### src/rtl/irq_hub_pkg.sv
package irq_hub_pkg;
  localparam int unsigned SEL_MASK    = 1;
  localparam int unsigned SEL_LATCH   = 2;
  localparam int unsigned SEL_SET     = 3;
  localparam int unsigned SEL_CLR     = 4;
  localparam int unsigned SEL_PENDING = 5;
  localparam int unsigned SEL_CTRL    = 6;
endpackage

### src/rtl/irq_hub_regif.sv
module irq_hub_regif
  import irq_hub_pkg::*;
#(
  parameter int unsigned WIDTH  = 8,
  parameter int unsigned ADDR_W = 3
) (
  input  logic              clk_i,
  input  logic              rst_ni,
  input  logic              cs_i,
  input  logic [ADDR_W-1:0] addr_i,
  input  logic              wr_i,
  input  logic              rd_i,
  input  logic [WIDTH-1:0]  wdata_i,
  input  logic [WIDTH-1:0]  latch_i,
  input  logic [WIDTH-1:0]  pend_i,
  output logic [WIDTH-1:0]  mask_o,
  output logic              en_o,
  output logic [WIDTH-1:0]  set_o,
  output logic [WIDTH-1:0]  clr_o,
  output logic [WIDTH-1:0]  rdata_o,
  output logic              rdy_o
);
  logic             wr_acc, rd_acc;
  logic [WIDTH-1:0] mask_q, mask_d;
  logic             en_q, en_d;
  logic [WIDTH-1:0] rdata_q, rdata_d, rd_mux;
  logic             rdy_q, rdy_d;

  assign wr_acc = cs_i & wr_i;
  assign rd_acc = cs_i & rd_i;

  always_comb begin
    mask_d  = mask_q;
    en_d    = en_q;
    set_o   = '0;
    clr_o   = '0;
    if (wr_acc) begin
      if (addr_i == ADDR_W'(SEL_MASK)) mask_d = wdata_i;
      if (addr_i == ADDR_W'(SEL_CTRL)) en_d = wdata_i[0];
      if (addr_i == ADDR_W'(SEL_SET))  set_o = wdata_i;
      if (addr_i == ADDR_W'(SEL_CLR))  clr_o = wdata_i;
    end
  end

  always_comb begin
    rd_mux = '0;
    if (addr_i == ADDR_W'(SEL_MASK))    rd_mux = mask_q;
    if (addr_i == ADDR_W'(SEL_LATCH))   rd_mux = latch_i;
    if (addr_i == ADDR_W'(SEL_PENDING)) rd_mux = pend_i;
    if (addr_i == ADDR_W'(SEL_CTRL))    rd_mux = WIDTH'(en_q);
    rdata_d = rd_acc ? rd_mux : rdata_q;
    rdy_d   = rd_acc;
  end

  always_ff @(posedge clk_i or negedge rst_ni) begin
    if (!rst_ni) begin
      mask_q  <= '0;
      en_q    <= 1'b0;
      rdata_q <= '0;
      rdy_q   <= 1'b0;
    end else begin
      mask_q  <= mask_d;
      en_q    <= en_d;
      rdata_q <= rdata_d;
      rdy_q   <= rdy_d;
    end
  end

  assign mask_o  = mask_q;
  assign en_o    = en_q;
  assign rdata_o = rdata_q;
  assign rdy_o   = rdy_q | wr_acc;

  assert_read_ready_R9: assert property (@(posedge clk_i) disable iff (!rst_ni)
    (cs_i && rd_i) |=> rdy_o);
  assert_clr_reads_zero_R3: assert property (@(posedge clk_i) disable iff (!rst_ni)
    (cs_i && rd_i && addr_i == ADDR_W'(SEL_CLR)) |=> (rdata_o == '0));
  assert_mask_write_R5: assert property (@(posedge clk_i) disable iff (!rst_ni)
    (cs_i && wr_i && addr_i == ADDR_W'(SEL_MASK)) |=> (mask_o == $past(wdata_i)));
endmodule

### src/rtl/irq_hub_store.sv
module irq_hub_store #(
  parameter int unsigned WIDTH = 8
) (
  input  logic             clk_i,
  input  logic             rst_ni,
  input  logic [WIDTH-1:0] src_i,
  input  logic [WIDTH-1:0] set_i,
  input  logic [WIDTH-1:0] clr_i,
  input  logic [WIDTH-1:0] mask_i,
  output logic [WIDTH-1:0] latch_o,
  output logic [WIDTH-1:0] pend_o
);
  logic [WIDTH-1:0] latch_q, latch_d;
  logic [WIDTH-1:0] pend_q, pend_d;

  for (genvar i = 0; i < WIDTH; i++) begin : g_bit
    always_comb begin
      latch_d[i] = src_i[i] | set_i[i] | (latch_q[i] & ~clr_i[i]);
      pend_d[i]  = latch_q[i] & mask_i[i];
    end

    assert_src_sets_R1: assert property (@(posedge clk_i) disable iff (!rst_ni)
      src_i[i] |=> latch_o[i]);
    assert_set_wins_R4: assert property (@(posedge clk_i) disable iff (!rst_ni)
      (src_i[i] && clr_i[i]) |=> latch_o[i]);
    assert_clear_R3: assert property (@(posedge clk_i) disable iff (!rst_ni)
      (clr_i[i] && !src_i[i] && !set_i[i]) |=> !latch_o[i]);
    assert_pend_follow_R5: assert property (@(posedge clk_i) disable iff (!rst_ni)
      (latch_o[i] && mask_i[i]) |=> pend_o[i]);
  end

  always_ff @(posedge clk_i or negedge rst_ni) begin
    if (!rst_ni) begin
      latch_q <= '0;
      pend_q  <= '0;
    end else begin
      latch_q <= latch_d;
      pend_q  <= pend_d;
    end
  end

  assign latch_o = latch_q;
  assign pend_o  = pend_q;
endmodule

### src/rtl/irq_hub_gate.sv
module irq_hub_gate #(
  parameter int unsigned WIDTH = 8
) (
  input  logic             clk_i,
  input  logic             rst_ni,
  input  logic [WIDTH-1:0] pend_i,
  input  logic             en_i,
  input  logic             ack_i,
  output logic             irq_o
);
  logic allow_q, allow_d;

  always_comb begin
    allow_d = allow_q;
    if (ack_i)               allow_d = 1'b0;
    else if (pend_i == '0)   allow_d = 1'b1;
  end

  always_ff @(posedge clk_i or negedge rst_ni) begin
    if (!rst_ni) allow_q <= 1'b0;
    else         allow_q <= allow_d;
  end

  assign irq_o = (|pend_i) & en_i & allow_q;

  assert_ack_drops_R7: assert property (@(posedge clk_i) disable iff (!rst_ni)
    ack_i |=> !irq_o);
  assert_no_rearm_R7: assert property (@(posedge clk_i) disable iff (!rst_ni)
    (!irq_o && !ack_i && (pend_i != '0) && $stable(pend_i) && $stable(en_i) && en_i)
      |=> !irq_o);
endmodule

### src/rtl/irq_hub.sv
module irq_hub #(
  parameter int unsigned WIDTH  = 8,
  parameter int unsigned ADDR_W = 3
) (
  input  logic              clk_i,
  input  logic              rst_ni,
  input  logic              cs_i,
  input  logic [ADDR_W-1:0] addr_i,
  input  logic              wr_i,
  input  logic              rd_i,
  input  logic [WIDTH-1:0]  wdata_i,
  output logic [WIDTH-1:0]  rdata_o,
  output logic              rdy_o,
  input  logic [WIDTH-1:0]  src_i,
  input  logic              ack_i,
  output logic              irq_o
);
  logic [1:0]       rst_sync_q;
  logic             rst_int_n;
  logic [WIDTH-1:0] mask, set_m, clr_m, latch, pend;
  logic             en;

  always_ff @(posedge clk_i or negedge rst_ni) begin
    if (!rst_ni) rst_sync_q <= 2'b00;
    else         rst_sync_q <= {rst_sync_q[0], 1'b1};
  end
  assign rst_int_n = rst_sync_q[1];

  irq_hub_regif #(.WIDTH(WIDTH), .ADDR_W(ADDR_W)) i_regif (
    .clk_i(clk_i), .rst_ni(rst_int_n), .cs_i(cs_i), .addr_i(addr_i),
    .wr_i(wr_i), .rd_i(rd_i), .wdata_i(wdata_i), .latch_i(latch),
    .pend_i(pend), .mask_o(mask), .en_o(en), .set_o(set_m), .clr_o(clr_m),
    .rdata_o(rdata_o), .rdy_o(rdy_o)
  );

  irq_hub_store #(.WIDTH(WIDTH)) i_store (
    .clk_i(clk_i), .rst_ni(rst_int_n), .src_i(src_i), .set_i(set_m),
    .clr_i(clr_m), .mask_i(mask), .latch_o(latch), .pend_o(pend)
  );

  irq_hub_gate #(.WIDTH(WIDTH)) i_gate (
    .clk_i(clk_i), .rst_ni(rst_int_n), .pend_i(pend), .en_i(en),
    .ack_i(ack_i), .irq_o(irq_o)
  );

  assert_reset_quiet_R8: assert property (@(posedge clk_i)
    (!rst_int_n) |-> (!irq_o && rdata_o == '0));
endmodule

### config.mk
export PLATFORM = sky130hd
export DESIGN_NAME = irq_hub
export DESIGN_NICKNAME = d
export VERILOG_FILES = /design/src/rtl/irq_hub_pkg.sv /design/src/rtl/irq_hub_regif.sv /design/src/rtl/irq_hub_store.sv /design/src/rtl/irq_hub_gate.sv /design/src/rtl/irq_hub.sv
export SDC_FILE = /design/constraint.sdc
export NUM_CORES = 1
export LEC_CHECK = 0
export ABC_CLOCK_PERIOD_IN_PS = 1280
export BUFFER_PORTS_ARGS = -buffer_cell sky130_fd_sc_hd__buf_2
export CORE_AREA = 2 2 101 54
export DETAILED_ROUTE_END_ITERATION = 7
export DIE_AREA = 0 0 103 56
export SKIP_CTS_REPAIR_TIMING = 1
export SYNTH_ARGS = -nofsm -noshare
export SYNTH_HDL_FRONTEND = slang
export SYNTH_SLANG_ARGS = --single-unit
### constraint.sdc
create_clock -name clk_i -period 1.28 [get_ports clk_i]
set_input_delay 0.128 -clock clk_i [delete_from_list [all_inputs] [get_ports clk_i]]
set_output_delay 0.128 -clock clk_i [all_outputs]
set_load 0.02 [all_outputs]
==> results of run 1 <==
==> worst max-delay path: cells and delay by family, from the launching register on <==
family | cells | cell delay (ns)
buffers and inverters | 2 | 0.30
AND/OR/NAND/NOR | 1 | 0.34
flip-flops | 1 | 0.41
AO/OA/AOI/OAI | 1 | 0.05
==> kinds of logic after synthesis <==
logic type | synth area share [%]
AO/OA/AOI/OAI | 13.8
buffers and inverters | 3.09
flip-flops | 55.7
multiplexers | 6.09
other | 0.226
AND/OR/NAND/NOR | 21.1
==> final timing paths <==
path | cells past startpoint | startpoint | slack [ns] | to
worst max-delay path | 4 | i_store.pend_o[7] | -0.23 | irq_o
worst min-delay path | 2 | src_i[0] | 0.04 | i_store.latch_o[0]
worst max register to register | 3 | i_store.pend_o[0] | 0.14 | i_regif.rdata_o[0]
worst min register to register | 1 | rst_sync_q[1] | 0.27 | i_store.latch_o[4]
max in group asynchronous | 1 | rst_sync_q[1] | 0.70 | i_regif.rdata_o[4]
min in group asynchronous | 2 | rst_ni | 0.15 | rst_sync_q[1]
==> report_power, final <==
group / switching (mW) / leakage (nW) / internal [mW]
sequential: 0.114 / 0.435 / 1.34
combinational: 0.239 / 0.443 / 0.250
clock: 0.370 / 0.0395 / 0.386
total: 0.723 / 0.918 / 1.97
==> cells in the final DEF, fill, tap and decap left out <==
cell / synthesis / layout
nand2_1: 5 / 5
and3b_1: 1 / 1
inv_1: 1 / 1
nand3b_1: 10 / 10
clkbuf_8: 0 / 5
a21oi_1: 2 / 1
nor2_1: 11 / 11
and2_1: 8 / 8
and4bb_2: 1 / 1
and4b_2: 1 / 1
a21oi_2: 0 / 1
buf_6: 2 / 1
buf_4: 1 / 15
and3b_2: 1 / 1
mux2_2: 9 / 9
or2_2: 7 / 7
nor3_4: 1 / 1
buf_2: 2 / 33
nor3b_2: 1 / 1
o2bb2ai_1: 7 / 7
dlygate4sd3_1: 0 / 2
dfrtp_1: 37 / 37
a221o_1: 8 / 8
conb_1: 1 / 1
nor4_2: 0 / 3
nor3_2: 1 / 1
o31ai_1: 1 / 1
and4b_1: 1 / 1
nand2b_1: 2 / 2
clkbuf_1: 2 / 3
a32o_1: 7 / 7
==> per-layer routing <==
| layer | vias to the layer above | wire, um | GRT usage (%) | part of all wire [%] |
|---|---|---|---|---|
| met5 | - | 0 | 0 | 0 |
| met4 | 0 | 69 | 5.08 | 1.8 |
| met3 | 7 | 267 | 5.03 | 6.9 |
| met2 | 34 | 1730 | 21.8 | 44 |
| met1 | 604 | 1830 | 19.6 | 47 |
| li1 | 601 | - | - | - |
==> sequential cells by signal, summed over array words and instances (netlist names) <==
| signal | flops |
|---|---|
| i_gate.allow_q | 1 |
| i_regif.mask_o | 8 |
| i_regif.rdy_q | 1 |
| i_regif.rdata_o | 8 |
| i_regif.en_o | 1 |
| rst_sync_q | 2 |
| i_store.pend_o | 8 |
| i_store.latch_o | 8 |
==> layout make-up <==
class | instances | area, sq um
clock buffers | 8 | 80.1
well taps | 70 | 87.6
inverters | 1 | 3.75
multi-input cells | 89 | 708
flip-flops and latches | 37 | 926
fillers | 471 | 2710
repair buffers | 51 | 309
==> flow_metrics.env, run 1 <==
export IMPL_outcome="finished with violations"
export IMPL_violations="setup timing"
export IMPL_synth_avg_cell_area_sq_um=12.4
export IMPL_finalCritPeriodShare_pct=118
export IMPL_dieArea_sq_um=5770
export IMPL_ir_worst_vdd_mv=0.455
export IMPL_postRouteAntennaNets=0
export IMPL_wl_per_cell_um=15.2
export IMPL_root_buffer="clkbuf_8"
export IMPL_cts_buffer_depth=2
export IMPL_fin_nets=210
export IMPL_async_flop_share_pct=100
export IMPL_setup_viol=1
export IMPL_clk_pin_slew_worst_paths_ns=0.07
export IMPL_worst_pin_slew_ns=0.668
export IMPL_cp_slowest_cell="dfrtp_1"
export IMPL_fmax_mhz=662
export IMPL_period_needed_ns=1.51
export IMPL_grt_pass1_vias=1312
export IMPL_fin_hold_ws_ns=0.0366
export IMPL_cts_buffers=5
export IMPL_avgViaCountPerCell=4.87
export IMPL_synth_area_sq_um=1660
export IMPL_synth_edff_count=0
export IMPL_clkSinkCount=37
export IMPL_p_leak_nw=0.918
export IMPL_dpl_instance_area_sq_um=1990
export IMPL_fp_dieW_um=103
export IMPL_fin_setup_tns_ns=-0.230
export IMPL_synth_top_area_share_pct=55.7
export IMPL_synth_seq_area_share_pct=55.7
export IMPL_hp_class="in2reg"
export IMPL_synthTopCellsByCount="dfrtp_1 (37), nor2_1 (11), nand3b_1 (10)"
export IMPL_drt_initial_drc_count=60
export IMPL_max_cap_violations=0
export IMPL_final_area_sq_um=2110
export IMPL_vias=1246
export IMPL_drcViolationCount=0
export IMPL_path_cells="nor4_2 -> buf_4 -> a21oi_2 -> buf_6"
export IMPL_ys_types=28
export IMPL_clk_latency_ns=0.28
export IMPL_finalPower_mw=2.70
export IMPL_placedCellCount=246
export IMPL_place_ws_ns=-0.0178
export IMPL_synthesis_nets=159
export IMPL_p_per_area_nw_per_um2=1270
export IMPL_die_height_um=56
export IMPL_antenna_found_initial=0
export IMPL_drive_gt1_share_pct=43.0
export IMPL_hold_viol_final=0
export IMPL_final_util_pct=43.9
export IMPL_syn_to_final_growth_pct=27.2
export IMPL_ys_warn_count=0
export IMPL_cts_tree="done"
export IMPL_rsz0062_at_grt="yes"
export IMPL_cp_arrival_ns=1.38
export IMPL_grt_max_degree=36
export IMPL_synthFlopType="dfrtp_1"
export IMPL_routabilityCongestion=0.724
export IMPL_endpoint_kind="primary output"
export IMPL_worstPathRequired_ns=1.15
export IMPL_yosysMostFrequentCell="dfrtp_1"
export IMPL_ys_ff_latch=37
export IMPL_fin_cells=256
export IMPL_grtUsageTotal_pct=14.6
export IMPL_dp_hpwl_um=2880
export IMPL_coreArea_sq_um=4820
export IMPL_yosys_area_top_type="dfrtp_1"
export IMPL_clock_skew_ns=0.00321
export IMPL_h_tree_depth=2
export IMPL_critPathLaunchType="register"
export IMPL_grt_pass1_wl_um=6270
export IMPL_syn_inst=134
export IMPL_pin_count=35
export IMPL_n_antenna_cell=0
export IMPL_firstDrtPassIters=4
export IMPL_critical_path_class="reg2out"
export IMPL_worstPathMaxFanout=2
export IMPL_drv_slew=0
export IMPL_initial_core_util_pct=34.5
export IMPL_grt_ovfl_total=0
export IMPL_slew_headroom_pct=55.2
export IMPL_wl_um=3900
export IMPL_finalWorstSetupSlack_ns=-0.230
export IMPL_slowest_delay_ns=0.41
export IMPL_fp_row_count=18
export IMPL_portBuffers=34
export IMPL_ys_top_cells_by_area="dfrtp_1 (56%), mux2_2 (6.1%), a221o_1 (4.8%)"
Note: power is estimated with default switching activity, not from simulation.
==> run 2: changes to the inputs <==
--- a/config.mk
+++ b/config.mk
@@ -6,7 +6,7 @@
 export NUM_CORES = 1
 export LEC_CHECK = 0
 export ABC_CLOCK_PERIOD_IN_PS = 1280
-export BUFFER_PORTS_ARGS = -buffer_cell sky130_fd_sc_hd__buf_2
+export BUFFER_PORTS_ARGS = -buffer_cell sky130_fd_sc_hd__buf_4
 export CORE_AREA = 2 2 101 54
 export DETAILED_ROUTE_END_ITERATION = 7
 export DIE_AREA = 0 0 103 56
==> run 2 against run 1 <==
  * Utilization grew 2.2 points
  * The flow still finishes with violations (setup timing)
  * Die area is the same
  * Design area grew 5.0%
  * Highest routed layer unchanged
  * Critical path type unchanged
  * Fmax grew 3.6%
==> flow_metrics.env, run 2 (synthesis results as in run 1) <==
export IMPL_grt_ovfl_total=0
export IMPL_fin_cells=257
export IMPL_cts_buffer_depth=2
export IMPL_worstPathRequired_ns=1.15
export IMPL_dpl_instance_area_sq_um=2060
export IMPL_period_needed_ns=1.46
export IMPL_slew_headroom_pct=58.3
export IMPL_wl_per_cell_um=14.8
export IMPL_fin_hold_ws_ns=0.0366
export IMPL_pin_count=35
export IMPL_dp_hpwl_um=2800
export IMPL_routabilityCongestion=0.750
export IMPL_postRouteAntennaNets=0
export IMPL_initial_core_util_pct=34.5
export IMPL_clock_skew_ns=0.00351
export IMPL_worstPathMaxFanout=2
export IMPL_drcViolationCount=0
export IMPL_fin_setup_tns_ns=-0.177
export IMPL_clk_latency_ns=0.28
export IMPL_antenna_found_initial=0
export IMPL_wl_um=3800
export IMPL_h_tree_depth=2
export IMPL_n_antenna_cell=0
export IMPL_cts_tree="done"
export IMPL_p_leak_nw=0.960
export IMPL_critPathLaunchType="register"
export IMPL_hold_viol_final=0
export IMPL_dieArea_sq_um=5770
export IMPL_die_height_um=56
export IMPL_timing_reg2reg_setup_slack_ns=0.08
export IMPL_coreArea_sq_um=4820
export IMPL_ir_worst_vdd_mv=0.429
export IMPL_grt_max_degree=36
export IMPL_fp_dieW_um=103
export IMPL_clkSinkCount=37
export IMPL_worst_pin_slew_ns=0.622
export IMPL_cp_arrival_ns=1.33
export IMPL_syn_to_final_growth_pct=33.5
export IMPL_grtUsageTotal_pct=14.1
export IMPL_cts_buffers=5
export IMPL_root_buffer="clkbuf_8"
export IMPL_vias=1231
export IMPL_final_common_cell="buf_4"
export IMPL_firstDrtPassIters=4
export IMPL_finalCritPeriodShare_pct=114
export IMPL_drt_initial_drc_count=64
export IMPL_avgViaCountPerCell=4.79
export IMPL_outcome="finished with violations"
export IMPL_finalWorstSetupSlack_ns=-0.177
export IMPL_setup_viol=1
export IMPL_p_per_area_nw_per_um2=1290
export IMPL_grt_pass1_wl_um=6020
export IMPL_fp_row_count=18
export IMPL_portBuffers=34
export IMPL_violations="setup timing"
export IMPL_grt_pass1_vias=1179
export IMPL_drive_gt1_share_pct=44.4
export IMPL_rsz0062_at_grt="yes"
export IMPL_final_cell_mix="buf_4 (49), dfrtp_1 (37), nor2_1 (11)"
export IMPL_drv_slew=0
export IMPL_max_cap_violations=0
export IMPL_clk_pin_slew_worst_paths_ns=0.07
export IMPL_fmax_mhz=686
export IMPL_endpoint_kind="primary output"
export IMPL_critical_path_class="reg2out"
export IMPL_final_area_sq_um=2220
export IMPL_placedCellCount=245
export IMPL_fin_nets=211
export IMPL_hp_class="in2reg"
export IMPL_fillerInstances=483
==> run 2: changes by cell type in the layout (fill, tap and decap cells not counted) <==
cell      delta
buf_4       +34
buf_2       -33
clkbuf_1     -3
clkbuf_8     +2
clkinv_2     +1
nor4_1       +1
nor4_2       -1
==> run 2: cell type report <==
class	count	area (sq um)	share of cell area [%]
Inverter	1	3.75	0.169
Clock buffer	7	96.3	4.34
Clock inverter	1	5.00	0.225
Tap cell	70	87.6	3.95
Timing Repair Buffer	52	399	18.0
Multi-Input combinational cell	89	702	31.6
Sequential cell	37	926	41.7
==> run 2: path summary, 6_finish.rpt <==
path	start	to	cells after the start
setup / recovery	i_store.pend_o[7]	irq_o	4
setup reg to reg	i_store.pend_o[0]	i_regif.rdata_o[0]	3
hold / removal	src_i[6]	i_store.latch_o[6]	2
max in group asynchronous	rst_sync_q[1]	i_regif.en_o	1
min in group asynchronous	rst_ni	rst_sync_q[0]	2
hold reg to reg	rst_sync_q[1]	i_regif.mask_o[5]	1
==> run 2: report_power, final <==
group,total (mW),leakage [nW],internal [mW],switching [mW]
Clock,0.882,0.0542,0.486,0.396
Combinational,0.544,0.471,0.303,0.241
Sequential,1.45,0.435,1.34,0.110
Total,2.87,0.960,2.12,0.747
==> run 2: per-stage QoR <==
stage | power [mW] | utilization [%] | setup slack, ns
3_3_place_gp | 1.96 | 42.8 | 0.0103
6_report | 2.87 | 46.1 | -0.177
5_1_grt | 3.01 | 46.1 | -0.207
4_1_cts | 2.85 | 44.9 | -0.282
2_1_floorplan | 1.72 | - | 0.0888
3_5_place_dp | 1.97 | 42.8 | 0.00957
==> run 2: layer usage <==
| layer | up-vias | global-route usage (%) | routed length (um) |
|---|---|---|---|
| li1 | 598 | - | - |
| met1 | 600 | 21.4 | 1910 |
| met2 | 28 | 18.6 | 1640 |
| met3 | 5 | 4.27 | 209 |
| met4 | 0 | 5.08 | 43 |
| met5 | - | 0 | 0 |
==> run 2: critical path, cell delays in order, from the launching register on <==
cell	delay [ns]
dfrtp_1	0.40
nor4_2	0.31
buf_4	0.17
a21oi_2	0.05
buf_6	0.12
==> run 3: changes to the inputs <==
--- a/config.mk
+++ b/config.mk
@@ -10,6 +10,7 @@
 export CORE_AREA = 2 2 101 54
 export DETAILED_ROUTE_END_ITERATION = 7
 export DIE_AREA = 0 0 103 56
+export RECOVER_POWER = 25
 export SKIP_CTS_REPAIR_TIMING = 1
 export SYNTH_ARGS = -nofsm -noshare
 export SYNTH_HDL_FRONTEND = slang
==> constraint.sdc (replaced) <==
create_clock -name clk_i -period 1.28 [get_ports clk_i]
set_input_delay 0.128 -clock clk_i [delete_from_list [all_inputs] [get_ports clk_i]]
set_output_delay 0.128 -clock clk_i [all_outputs]
set_load 0.01 [all_outputs]
==> run 3 against run 2 <==
  * The run still ends with setup timing left
  * Worst hold slack hardly changed
  * Routed wire length is 0.26% higher
  * Register-to-register slack hardly changed
  * Utilization is 0.29 points lower
  * Power is 1.1% lower
  * Clock power hardly changed
  * Critical path type unchanged
  * Critical endpoint unchanged
  * Largest power group unchanged
==> flow_metrics.env, run 3 (synthesis results as in run 1) <==
export IMPL_final_area_sq_um=2210
export IMPL_cts_buffers=5
export IMPL_grt_pass1_wl_um=6020
export IMPL_fmax_mhz=684
export IMPL_grt_ovfl_total=0
export IMPL_timing_reg2reg_setup_slack_ns=0.07
export IMPL_fin_nets=211
export IMPL_clk_latency_ns=0.28
export IMPL_dr_wl_met3_um=192
export IMPL_multi_input_area_sq_um=702
export IMPL_r2r_start="i_store.pend_o[0]"
export IMPL_drcViolationCount=0
export IMPL_worst_pin_slew_ns=0.850
export IMPL_syn_to_final_growth_pct=32.7
export IMPL_final_cell_mix="buf_4 (47), dfrtp_1 (37), nor2_1 (11)"
export IMPL_vias=1226
export IMPL_period_needed_ns=1.46
export IMPL_critical_path_class="reg2out"
export IMPL_whs_path_depth=2
export IMPL_fin_cells=257
export IMPL_wl_per_cell_um=14.8
export IMPL_place_ws_ns=0.00957
export IMPL_h_tree_depth=2
export IMPL_hp_class="in2reg"
export IMPL_finalWorstSetupSlack_ns=-0.181
export IMPL_fp_row_count=18
export IMPL_min_from="src_i[6]"
export IMPL_cp_arrival_ns=1.33
export IMPL_pin_count=35
export IMPL_violations="setup timing"
export IMPL_finalPower_mw=2.84
export IMPL_critPathLaunchType="register"
export IMPL_hold_path_end="i_store.latch_o[6]"
export IMPL_drv_slew=0
export IMPL_outcome="finished with violations"
export IMPL_r2r_cells=3
export IMPL_worstPathRequired_ns=1.15
export IMPL_initial_core_util_pct=34.5
export IMPL_clock_skew_ns=0.00328
export IMPL_setup_viol=1
export IMPL_routabilityCongestion=0.750
export IMPL_endpoint_kind="primary output"
export IMPL_rsz0062_at_grt="yes"
export IMPL_grtUsageTotal_pct=14.1
export IMPL_final_common_cell="buf_4"
export IMPL_max_cap_violations=0
export IMPL_placedCellCount=245
export IMPL_portBuffers=34
export IMPL_wl_met1_um=1930
export IMPL_fp_dieW_um=103
export IMPL_rr_endpoint="i_regif.rdata_o[0]"
export IMPL_drt_initial_drc_count=65
export IMPL_postRouteAntennaNets=0
export IMPL_coreArea_sq_um=4820
export IMPL_finalCritPeriodShare_pct=114
export IMPL_firstDrtPassIters=4
export IMPL_fin_hold_ws_ns=0.0365
export IMPL_wl_um=3810
export IMPL_cts_tree="done"
export IMPL_clk_pin_slew_worst_paths_ns=0.07
export IMPL_grt_max_degree=36
export IMPL_drive_gt1_share_pct=43.3
export IMPL_cts_buffer_depth=2
export IMPL_die_height_um=56
export IMPL_hold_viol_final=0
export IMPL_seqCellArea_sq_um=926
export IMPL_root_buffer="clkbuf_8"
export IMPL_dp_hpwl_um=2800
export IMPL_n_antenna_cell=0
export IMPL_worstPathMaxFanout=2
export IMPL_dpl_instance_area_sq_um=2060
export IMPL_top_layer="met4"
export IMPL_antenna_found_initial=0
export IMPL_avgViaCountPerCell=4.77
export IMPL_dieArea_sq_um=5770
export IMPL_final_util_pct=45.8
export IMPL_p_leak_nw=0.952
export IMPL_clkSinkCount=37
export IMPL_fillerInstances=489
export IMPL_fin_setup_tns_ns=-0.181
export IMPL_ir_worst_vdd_mv=0.427
export IMPL_p_per_area_nw_per_um2=1290
export IMPL_dr_wl_met2_um=1640
export IMPL_grt_pass1_vias=1179
export IMPL_slew_headroom_pct=43.3
==> run 3: cell count changes in the layout (fill, tap and decap cells not counted), sizes merged <==
cell,delta
clkbuf,+3
buf,-3
==> run 3: critical path, cell delays in order (launching register included) <==
cell and delay [ns]:
dfrtp_1 0.40, nor4_2 0.31, buf_4 0.17, a21oi_2 0.04
buf_4 0.13
==> run 3: power by group <==
part	leakage (nW)	switching, mW	internal, mW	total (mW)
clock network	0.0542	0.396	0.486	0.883
registers	0.435	0.110	1.34	1.45
logic	0.462	0.216	0.297	0.512
total	0.952	0.721	2.12	2.84
==> run 3: layout make-up <==
type | instances | area share [%]
flip-flops and latches | 37 | 42.0
well taps | 70 | 3.97
clock buffers | 7 | 4.37
inverters | 1 | 0.170
clock inverters | 1 | 0.227
multi-input cells | 89 | 31.8
repair buffers | 52 | 17.5
==> run 3: worst max-delay path by stage <==
stage                     depth (start not counted)               from                end
final                                             4  i_store.pend_o[7]              irq_o
after global routing                              4  i_store.pend_o[7]              irq_o
after CTS                                         4  i_store.pend_o[2]              irq_o
after detailed placement                          5          addr_i[1]  i_regif.mask_o[4]
after global placement                            5          addr_i[1]  i_regif.mask_o[7]
after floorplan                                   5          addr_i[0]  i_regif.mask_o[0]
==> run 3: routing by layer <==
layer	up-vias	GRT usage, %
li1	599	-
met1	596	21.4
met2	26	18.6
met3	5	4.27
met4	0	5.08
met5	-	0
